==> src/rtl/wag_pkg.sv <==
package wag_pkg;
  typedef enum logic [1:0] {
    FRAME_1B = 2'd0,
    FRAME_2B = 2'd1,
    FRAME_4B = 2'd2
  } frame_e;

  function automatic frame_e frame_sel(input logic w16, input logic st);
    case ({w16, st})
      2'b00:   return FRAME_1B;
      2'b11:   return FRAME_4B;
      default: return FRAME_2B;
    endcase
  endfunction
endpackage

==> src/rtl/wag_run_bank.sv <==
module wag_run_bank #(
  parameter int NUM_VOICES = 4,
  parameter int VOICE_SEL  = 0
) (
  input  logic                  clk_i,
  input  logic                  rst_ni,
  input  logic                  start_we_i,
  input  logic                  stop_we_i,
  input  logic [NUM_VOICES-1:0] mask_i,
  output logic [NUM_VOICES-1:0] run_o,
  output logic                  launch_o
);
  logic [NUM_VOICES-1:0] run_q;

  for (genvar v = 0; v < NUM_VOICES; v++) begin : g_voice
    always_ff @(posedge clk_i or negedge rst_ni) begin
      if (!rst_ni)                     run_q[v] <= 1'b0;
      else if (stop_we_i && mask_i[v])  run_q[v] <= 1'b0;  // stop dominates
      else if (start_we_i && mask_i[v]) run_q[v] <= 1'b1;
    end
  end

  // 0->1 transition of the engine voice
  assign launch_o = start_we_i && mask_i[VOICE_SEL] && !run_q[VOICE_SEL]
                    && !(stop_we_i && mask_i[VOICE_SEL]);
  assign run_o = run_q;
endmodule

==> src/rtl/wag_phase_acc.sv <==
module wag_phase_acc #(
  parameter int INT_W  = 16,
  parameter int FRAC_W = 12,
  parameter int STEP_W = 16
) (
  input  logic                    clk_i,
  input  logic                    rst_ni,
  input  logic                    launch_i,
  input  logic                    run_i,
  input  logic                    tick_i,
  input  logic [STEP_W-1:0]       step_i,
  input  logic [INT_W-1:0]        eso_i,
  output logic [INT_W+FRAC_W-1:0] phase_o,
  output logic                    wrap_o
);
  localparam int PW = INT_W + FRAC_W;
  localparam int XW = PW + 1;

  logic [PW-1:0]    phase_q;
  logic [XW-1:0]    sum;
  logic [INT_W:0]   sum_int;
  logic [XW-1:0]    fold_amt;
  logic [XW-1:0]    folded;
  logic             past_end;
  logic             adv;

  assign sum      = {1'b0, phase_q} + XW'(step_i);
  assign sum_int  = sum[XW-1:FRAC_W];
  assign past_end = sum_int > {1'b0, eso_i};
  assign fold_amt = {({1'b0, eso_i} + (INT_W+1)'(1)), {FRAC_W{1'b0}}};
  assign folded   = sum - fold_amt;
  assign adv      = tick_i && run_i && !launch_i;
  assign wrap_o   = adv && past_end;

  always_ff @(posedge clk_i or negedge rst_ni) begin
    if (!rst_ni)       phase_q <= '0;
    else if (launch_i) phase_q <= '0;
    else if (adv)      phase_q <= past_end ? folded[PW-1:0] : sum[PW-1:0];
  end

  assign phase_o = phase_q;
endmodule

==> src/rtl/wag_addr_map.sv <==
module wag_addr_map
  import wag_pkg::*;
#(
  parameter int ADDR_W = 24,
  parameter int INT_W  = 16
) (
  input  logic [ADDR_W-1:0] base_i,
  input  logic [INT_W-1:0]  pos_i,
  input  logic [INT_W-1:0]  eso_i,
  input  logic              width16_i,
  input  logic              stereo_i,
  output logic [ADDR_W-1:0] addr_o,
  output logic              half_o
);
  frame_e              fsel;
  logic [ADDR_W-1:0]   pos_x;
  logic [ADDR_W-1:0]   ofs;

  assign fsel  = frame_sel(width16_i, stereo_i);
  assign pos_x = ADDR_W'(pos_i);

  always_comb begin
    unique case (fsel)
      FRAME_1B: ofs = pos_x;
      FRAME_2B: ofs = pos_x << 1;
      FRAME_4B: ofs = pos_x << 2;
      default:  ofs = pos_x;
    endcase
  end

  assign addr_o = base_i + ofs;
  assign half_o = pos_i > (eso_i >> 1);
endmodule

==> src/rtl/wave_addr_gen.sv <==
module wave_addr_gen #(
  parameter int NUM_VOICES = 4,
  parameter int VOICE_SEL  = 0,
  parameter int ADDR_W     = 24,
  parameter int INT_W      = 16,
  parameter int FRAC_W     = 12,
  parameter int STEP_W     = 16
) (
  input  logic                  clk_i,
  input  logic                  rst_ni,
  input  logic                  start_we_i,
  input  logic                  stop_we_i,
  input  logic                  irq_clr_we_i,
  input  logic [NUM_VOICES-1:0] cmd_mask_i,
  input  logic                  base_we_i,
  input  logic [ADDR_W-1:0]     base_i,
  input  logic                  eso_we_i,
  input  logic [INT_W-1:0]      eso_i,
  input  logic                  step_we_i,
  input  logic [STEP_W-1:0]     step_i,
  input  logic                  width16_i,
  input  logic                  stereo_i,
  input  logic                  tick_i,
  output logic [NUM_VOICES-1:0] run_o,
  output logic [ADDR_W-1:0]     addr_o,
  output logic                  half_o,
  output logic                  eol_irq_o
);
  localparam int PW = INT_W + FRAC_W;

  logic [ADDR_W-1:0] base_q;
  logic [INT_W-1:0]  eso_q;
  logic [STEP_W-1:0] step_q;
  logic [PW-1:0]     phase;
  logic              launch;
  logic              wrap_evt;
  logic              irq_q;

  always_ff @(posedge clk_i or negedge rst_ni) begin
    if (!rst_ni) begin
      base_q <= '0;
      eso_q  <= '0;
      step_q <= '0;
    end else begin
      if (base_we_i) base_q <= base_i;
      if (eso_we_i)  eso_q  <= eso_i;
      if (step_we_i) step_q <= step_i;
    end
  end

  wag_run_bank #(.NUM_VOICES(NUM_VOICES), .VOICE_SEL(VOICE_SEL)) u_run (
    .clk_i, .rst_ni,
    .start_we_i, .stop_we_i,
    .mask_i   (cmd_mask_i),
    .run_o    (run_o),
    .launch_o (launch)
  );

  wag_phase_acc #(.INT_W(INT_W), .FRAC_W(FRAC_W), .STEP_W(STEP_W)) u_acc (
    .clk_i, .rst_ni,
    .launch_i (launch),
    .run_i    (run_o[VOICE_SEL]),
    .tick_i,
    .step_i   (step_q),
    .eso_i    (eso_q),
    .phase_o  (phase),
    .wrap_o   (wrap_evt)
  );

  // set has priority over a same-cycle clear
  always_ff @(posedge clk_i or negedge rst_ni) begin
    if (!rst_ni)       irq_q <= 1'b0;
    else if (wrap_evt) irq_q <= 1'b1;
    else if (irq_clr_we_i && cmd_mask_i[VOICE_SEL]) irq_q <= 1'b0;
  end

  wag_addr_map #(.ADDR_W(ADDR_W), .INT_W(INT_W)) u_map (
    .base_i    (base_q),
    .pos_i     (phase[PW-1:FRAC_W]),
    .eso_i     (eso_q),
    .width16_i,
    .stereo_i,
    .addr_o,
    .half_o
  );

  assign eol_irq_o = irq_q;
endmodule

==> config.mk <==
export PLATFORM = sky130hd
export DESIGN_NAME = wave_addr_gen
export DESIGN_NICKNAME = d
export VERILOG_FILES = /design/src/rtl/wag_pkg.sv /design/src/rtl/wag_run_bank.sv /design/src/rtl/wag_phase_acc.sv /design/src/rtl/wag_addr_map.sv /design/src/rtl/wave_addr_gen.sv
export SDC_FILE = /design/constraint.sdc
export NUM_CORES = 1
export LEC_CHECK = 0
export ABC_AREA = 1
export BUFFER_PORTS_ARGS = -buffer_cell sky130_fd_sc_hd__buf_4
export CORE_UTILIZATION = 60
export DETAILED_ROUTE_END_ITERATION = 8
export MAX_ROUTING_LAYER = met4
export PLACE_DENSITY = 0.88
export SLEW_MARGIN = 5
export SYNTH_ARGS = -nofsm -noshare
export SYNTH_HDL_FRONTEND = slang
export SYNTH_SLANG_ARGS = --single-unit
==> constraint.sdc <==
create_clock -name clk_i -period 7.2 [get_ports clk_i]
set_input_delay 0.72 -clock clk_i [delete_from_list [all_inputs] [get_ports clk_i]]
set_output_delay 0.72 -clock clk_i [all_outputs]
set_load 0.05 [all_outputs]
======== Word level (Yosys, flattened, before mapping) ========
Index checks and enable logic that the tools add are counted.
storage, ports and cells
  register bits ........................... 89
  latch bits .............................. 0
  memory bits (writable) .................. 0
  bits in read-only memories .............. 0
  input port bits ......................... 71
  output and inout port bits .............. 30
  logic and storage cells ................. 57
  memories ................................ 0
operators by class
  add/sub/neg operators ................... 4
  $mul .................................... 0
  divide/modulo/power cells ............... 0
  order comparisons ....................... 2
  equality and inequality tests ........... 3
  shift-type cells ........................ 0
  multiplexer cells ....................... 15
  bitwise gates (word level) .............. 0
  reduce and logical (&&, ||, !) cells .... 24
operators by type and width
  kind                                                             count
  28-bit 2-to-1 mux                                                3
  18-bit one-hot mux with 2 select lines                           1
  28-bit by 16-bit adder with 29-bit output                        1
  28-bit subtractor                                                1
  24-bit by 18-bit adder with 24-bit output                        1
  17-bit by 16-bit > comparator with 1-bit output                  1
  16-bit by 1-bit adder with 16-bit output, second input constant  1
  16-bit by 15-bit > comparator with 1-bit output                  1
  1-bit logical AND                                                14
  2-bit nonzero test                                               6
  1-bit 2-to-1 mux                                                 10
  2-bit == test, second input constant                             2
  2-bit one-hot mux with 2 select lines                            1
  1-bit zero test                                                  3
  2-bit by 1-bit == test with 1-bit output, second input constant  1
  2-bit zero test                                                  1

======== Logic depth before layout (Yosys ltp) ========
  word-level depth ........................ 7
  mapped depth ............................ 30
  gate-level depth less buffers ........... 30

======== Cells and area by module ========
Synthesis repeated with hierarchy kept, for this count alone.
unflattened totals
  cell total of the unflattened synthesis .. 1323
  area, all modules ....................... 8749.6 um^2
modules (own cells, without submodules)
  module         times used  cells each  area an instance (um^2)  sequential area each (um^2)
  wag_phase_acc  1           609         4022.6                   700.7
  wag_addr_map   1           445         2287.2                   0.0
  wave_addr_gen  1           240         2237.1                   1426.4
  wag_run_bank   1           29          202.7                    100.1

======== Least setup slack after synthesis ========
OpenSTA, ideal clock, no wires.
  kind .................................... input to output
  from .................................... input port width16_i
  to ...................................... output port addr_o[18]
  arrival time ............................ 3.685 ns
  data required time ...................... 6.480 ns
  setup slack ............................. 2.795 ns
  stages .................................. 17
  buffers on the path ..................... 1
  path through ............................ inv_1 > ha_1 > clkinv_1 > nand2_1 > inv_1 > clkbuf_1 > nand2_1 > o221ai_1 > ha_1 > a21oi_1 > nand2_1 > nand2_1 > nand2_1 > a21oi_1 > o21ai_0 > a21oi_1 > xor2_1
between the ends
  cells in the longest elaborated chain, start to end .. 5
  elaborated cells between the ends (all ways) .. 7
  classes of those cells .................. add/sub: 1; eq/ne: 3; mux: 2; reduce/logical: 1
RTL lines
  item                                                                       RTL line             text
  start, declared                                                            wave_addr_gen.sv:21  input logic width16_i,
  2-bit == test or 2-bit zero test (tied branches)                           wag_pkg.sv:9         case ({w16, st})
  2-bit one-hot mux with 2 select lines (*)                                  wag_pkg.sv:9
  2-bit == test or 2-bit by 1-bit == test with 1-bit output (tied branches)  wag_addr_map.sv:23   unique case (fsel)
  18-bit one-hot mux with 2 select lines (*)                                 wag_addr_map.sv:23
  24-bit by 18-bit adder with 24-bit output (*)                              wag_addr_map.sv:31   assign addr_o = base_i + ofs;
  end, declared                                                              wave_addr_gen.sv:25  output logic [ADDR_W-1:0] addr_o,
Mark *: on every way between the ends. The rest lies on a longest branch, timed or not.

======== Worst setup path in the final report ========
  from .................................... input port width16_i
  to ...................................... output port addr_o[20]
Same word-level chain as after synthesis.

==> results.toml <==
[pwr]
clockPowerShare = 0.121
power_density_nw_per_um2 = 413
vdd_drop_max_mv = 0.372
swShare = 0.541
seqPwrFrac = 0.194
leakagePower_nw = 4.85
p_comb_frac = 0.685
p_int_mw = 1.73
switchingPower_mw = 2.04

[cts]
path_clk_slew_ns = 0.07
clk_latency_ns = 0.36
post_cts_buffers = 0
cts_buffer_depth = 2
cts_tree = "yes"
cts_buffers = 9
ctsResizeCount = 0
htreeDepth = 3
cts.sinks = 89
cts_hold_buf = 0
cts-root-buf = "clkbuf_16"

[global_route]
grt_pass1_wl_um = 34100
grt_max_degree = 90
grt.total_usage = 0.333
grt-ovfl-total = 0
antenna_found_initial = 0
grt_pass1_vias = 7362

[logic_synthesis]
yosysMostFrequentCell = "nand2_1"
async_reset_ff_frac = 1.00
synth_top_area_cell = "dfrtp_1"
synth-seq-area-share = 0.281
yosysTopAreaCellShare = 0.281
synth-edff-count = 0
syn_area_per_cell_um2 = 7.20
synthesis.nets = 1259
ys_ff_latch = 89
synth_ff_type = "dfrtp_1"
ys.warnings.count = 0
synthTopCellsByCount = "nand2_1 (292), inv_1 (150), dfrtp_1 (89)"
synth_area_um2 = 7940
yosys-top-cells-area = "dfrtp_1 (28%), nand2_1 (14%), ha_1 (13%), inv_1 (7.1%), nand3_1 (5.0%)"
synth_cell_types = 42
syn-instance-count = 1102

[final_layout]
diodes = 0
drive_above_1_share = 0.138
fill_cells = 1025
nets = 1351
fin_util = 0.712
multi_input_area_um2 = 5040
area_growth_pct = 14.6
regArea_um2 = 2230

[hold_path]
hold_start = "u_acc.phase_o[4]"
worstHoldPathType = "reg -> reg"

[timing]
min_period_ns = 4.99
max_slew_margin = 0.257
period_share = 0.692
tightest_slew_ns = 1.11
hold_viol = 0
clock_skew_ns = 0.00572
drv_slew = 0
fmax_mhz = 201
fin_ws_ns = 2.21
tns_ns = 0
rsz0062_at_grt = "false"
setup-violations-final = 0

[routing]
wl_per_cell_um = 15.4
wl_um = 21000
m1WireLength_um = 9450
drtIter0Drc = 550
via_per_inst = 5.63
wl_met2_um = 9560
detail-route-antenna-nets = 0
top_layer = "met4"
drcViolationCount = 0
dr.pass1.iters = 5
wl_met3_um = 1430
via_count = 7718

[placement]
dp_hpwl_um = 16500
portBuffers = 100
routabilityCongestion = 0.945
place_ws_ns = 2.33

[setup_path]
cp_max_fo = 17
start_kind = "input port"
crit_start = "width16_i"
crit_top_cell = "nand2_1"
path_class = "in -> out"
r2r_setup_slack_ns = 2.98
slowest_delay_ns = 0.49
required_ns = 6.48
r2r_start = "step_q[0]"
endpoint_kind = "output port"
cp_slowest_cell = "nand2_1"
path_cells = "buf_4 -> inv_1 -> ha_1 -> clkinv_1 -> nand2_1 -> inv_1 -> nand2_1 -> o221ai_1 -> ha_1 -> a21o_1 -> a21oi_1 -> nand2_1 -> a21oi_1 -> o21ai_0 -> a21oi_1 -> o21ai_0 -> nand2_1 -> buf_4"
cp.arrival_ns = 4.27

[die]
die_x_um = 117
core_area_um2 = 12800
io_pins = 101
fp.dieH_um = 117
initial_core_util = 0.621
dieArea_um2 = 13700
num_rows = 41

[job]
maxCapViolCount = 0

[outcome]
outcome = "finished clean"
-- registers in the layout, indices dropped and copies added (netlist names) --
signal and count:
base_q 24, u_acc.phase_o 28, step_q 16, u_run.run_o 4, eol_irq_o 1, eso_q 16
-- worst paths after layout --
check / to / depth (start not counted)
setup / recovery: addr_o[20] / 18
hold / removal: u_acc.phase_o[4] / 2
setup reg to reg: u_acc.phase_o[27] / 26
hold reg to reg: u_acc.phase_o[4] / 2
max in group asynchronous: eso_q[14] / 1
min in group asynchronous: u_run.run_o[1] / 1
-- stage by stage --
stage | instances | hold slack (ns) | cell area, µm² | total power, mW
after global routing | 1371 | 0.514 | 9100 | 4.05
after detailed placement | 1355 | 0.472 | 8820 | 3.23
after CTS | 1371 | 0.491 | 9100 | 3.72
after global placement | 1355 | 0.467 | 8820 | 3.19
final | 1371 | 0.492 | 9100 | 3.76
after floorplan | 1102 | 0.424 | 7940 | 2.60
-- placed cells by master (no fill, tap or decap), drive strengths merged --
cell type,instances
o221ai,14
a211oi,2
a21o,5
nor2,61
clkinvlp,1
nand3b,2
o22ai,3
and3,1
a31oi,3
nand4,15
clkbuf,11
o21a,5
o21ai,76
o31ai,3
a22o,1
xor2,37
xnor2,14
inv,151
nand3,80
nor3,21
fa,3
or2,3
and2,1
nor4,2
nand2,299
mux2,34
a21oi,65
dfrtp,89
buf,102
a21boi,1
a32o,1
clkinv,4
o21bai,6
ha,83
-- layout make-up --
| cell class | count | share of cell area |
|---|---|---|
| Clock buffer | 11 | 0.0267 |
| Clock inverter | 5 | 0.00426 |
| Inverter | 151 | 0.0623 |
| Multi-Input combinational cell | 841 | 0.554 |
| Sequential cell | 89 | 0.245 |
| Tap cell | 172 | 0.0237 |
| Timing Repair Buffer | 102 | 0.0842 |
-- cells by family (layout without fill, tap and decap cells) --
group	after synthesis	count (layout)	share of synthesized area
AND/OR/NAND/NOR	485	485	0.259
flip-flops	89	89	0.281
XOR/XNOR	51	51	0.0563
AO/OA/AOI/OAI	185	185	0.133
multiplexers	34	34	0.0482
buffers and inverters	172	269	0.0843
adder cells (fa/ha/maj)	86	86	0.138
-- metal layers --
layer,vias up,GRT usage
li1,3849,-
met4,0,0.132
met2,300,0.534
met3,42,0.0458
met1,3527,0.427
met5,-,-
-- worst max-delay path, delay by kind of cell --
kind / cells / cell delay (ns)
AND/OR/NAND/NOR: 4 / 0.77
adder cells (fa/ha/maj): 2 / 0.56
AO/OA/AOI/OAI: 7 / 1.34
buffers and inverters: 5 / 0.86
-- power groups by stage --
| stage | registers, mW | logic [mW] | clock network [mW] |
|---|---|---|---|
| after detailed placement | 0.733 | 2.50 | 0 |
| after global routing | 0.742 | 2.84 | 0.475 |
| after CTS | 0.725 | 2.53 | 0.459 |
| after floorplan | 0.700 | 1.90 | 0 |
| after global placement | 0.730 | 2.46 | 0 |
| final | 0.729 | 2.58 | 0.455 |
Power figures use the tool's default switching activity.
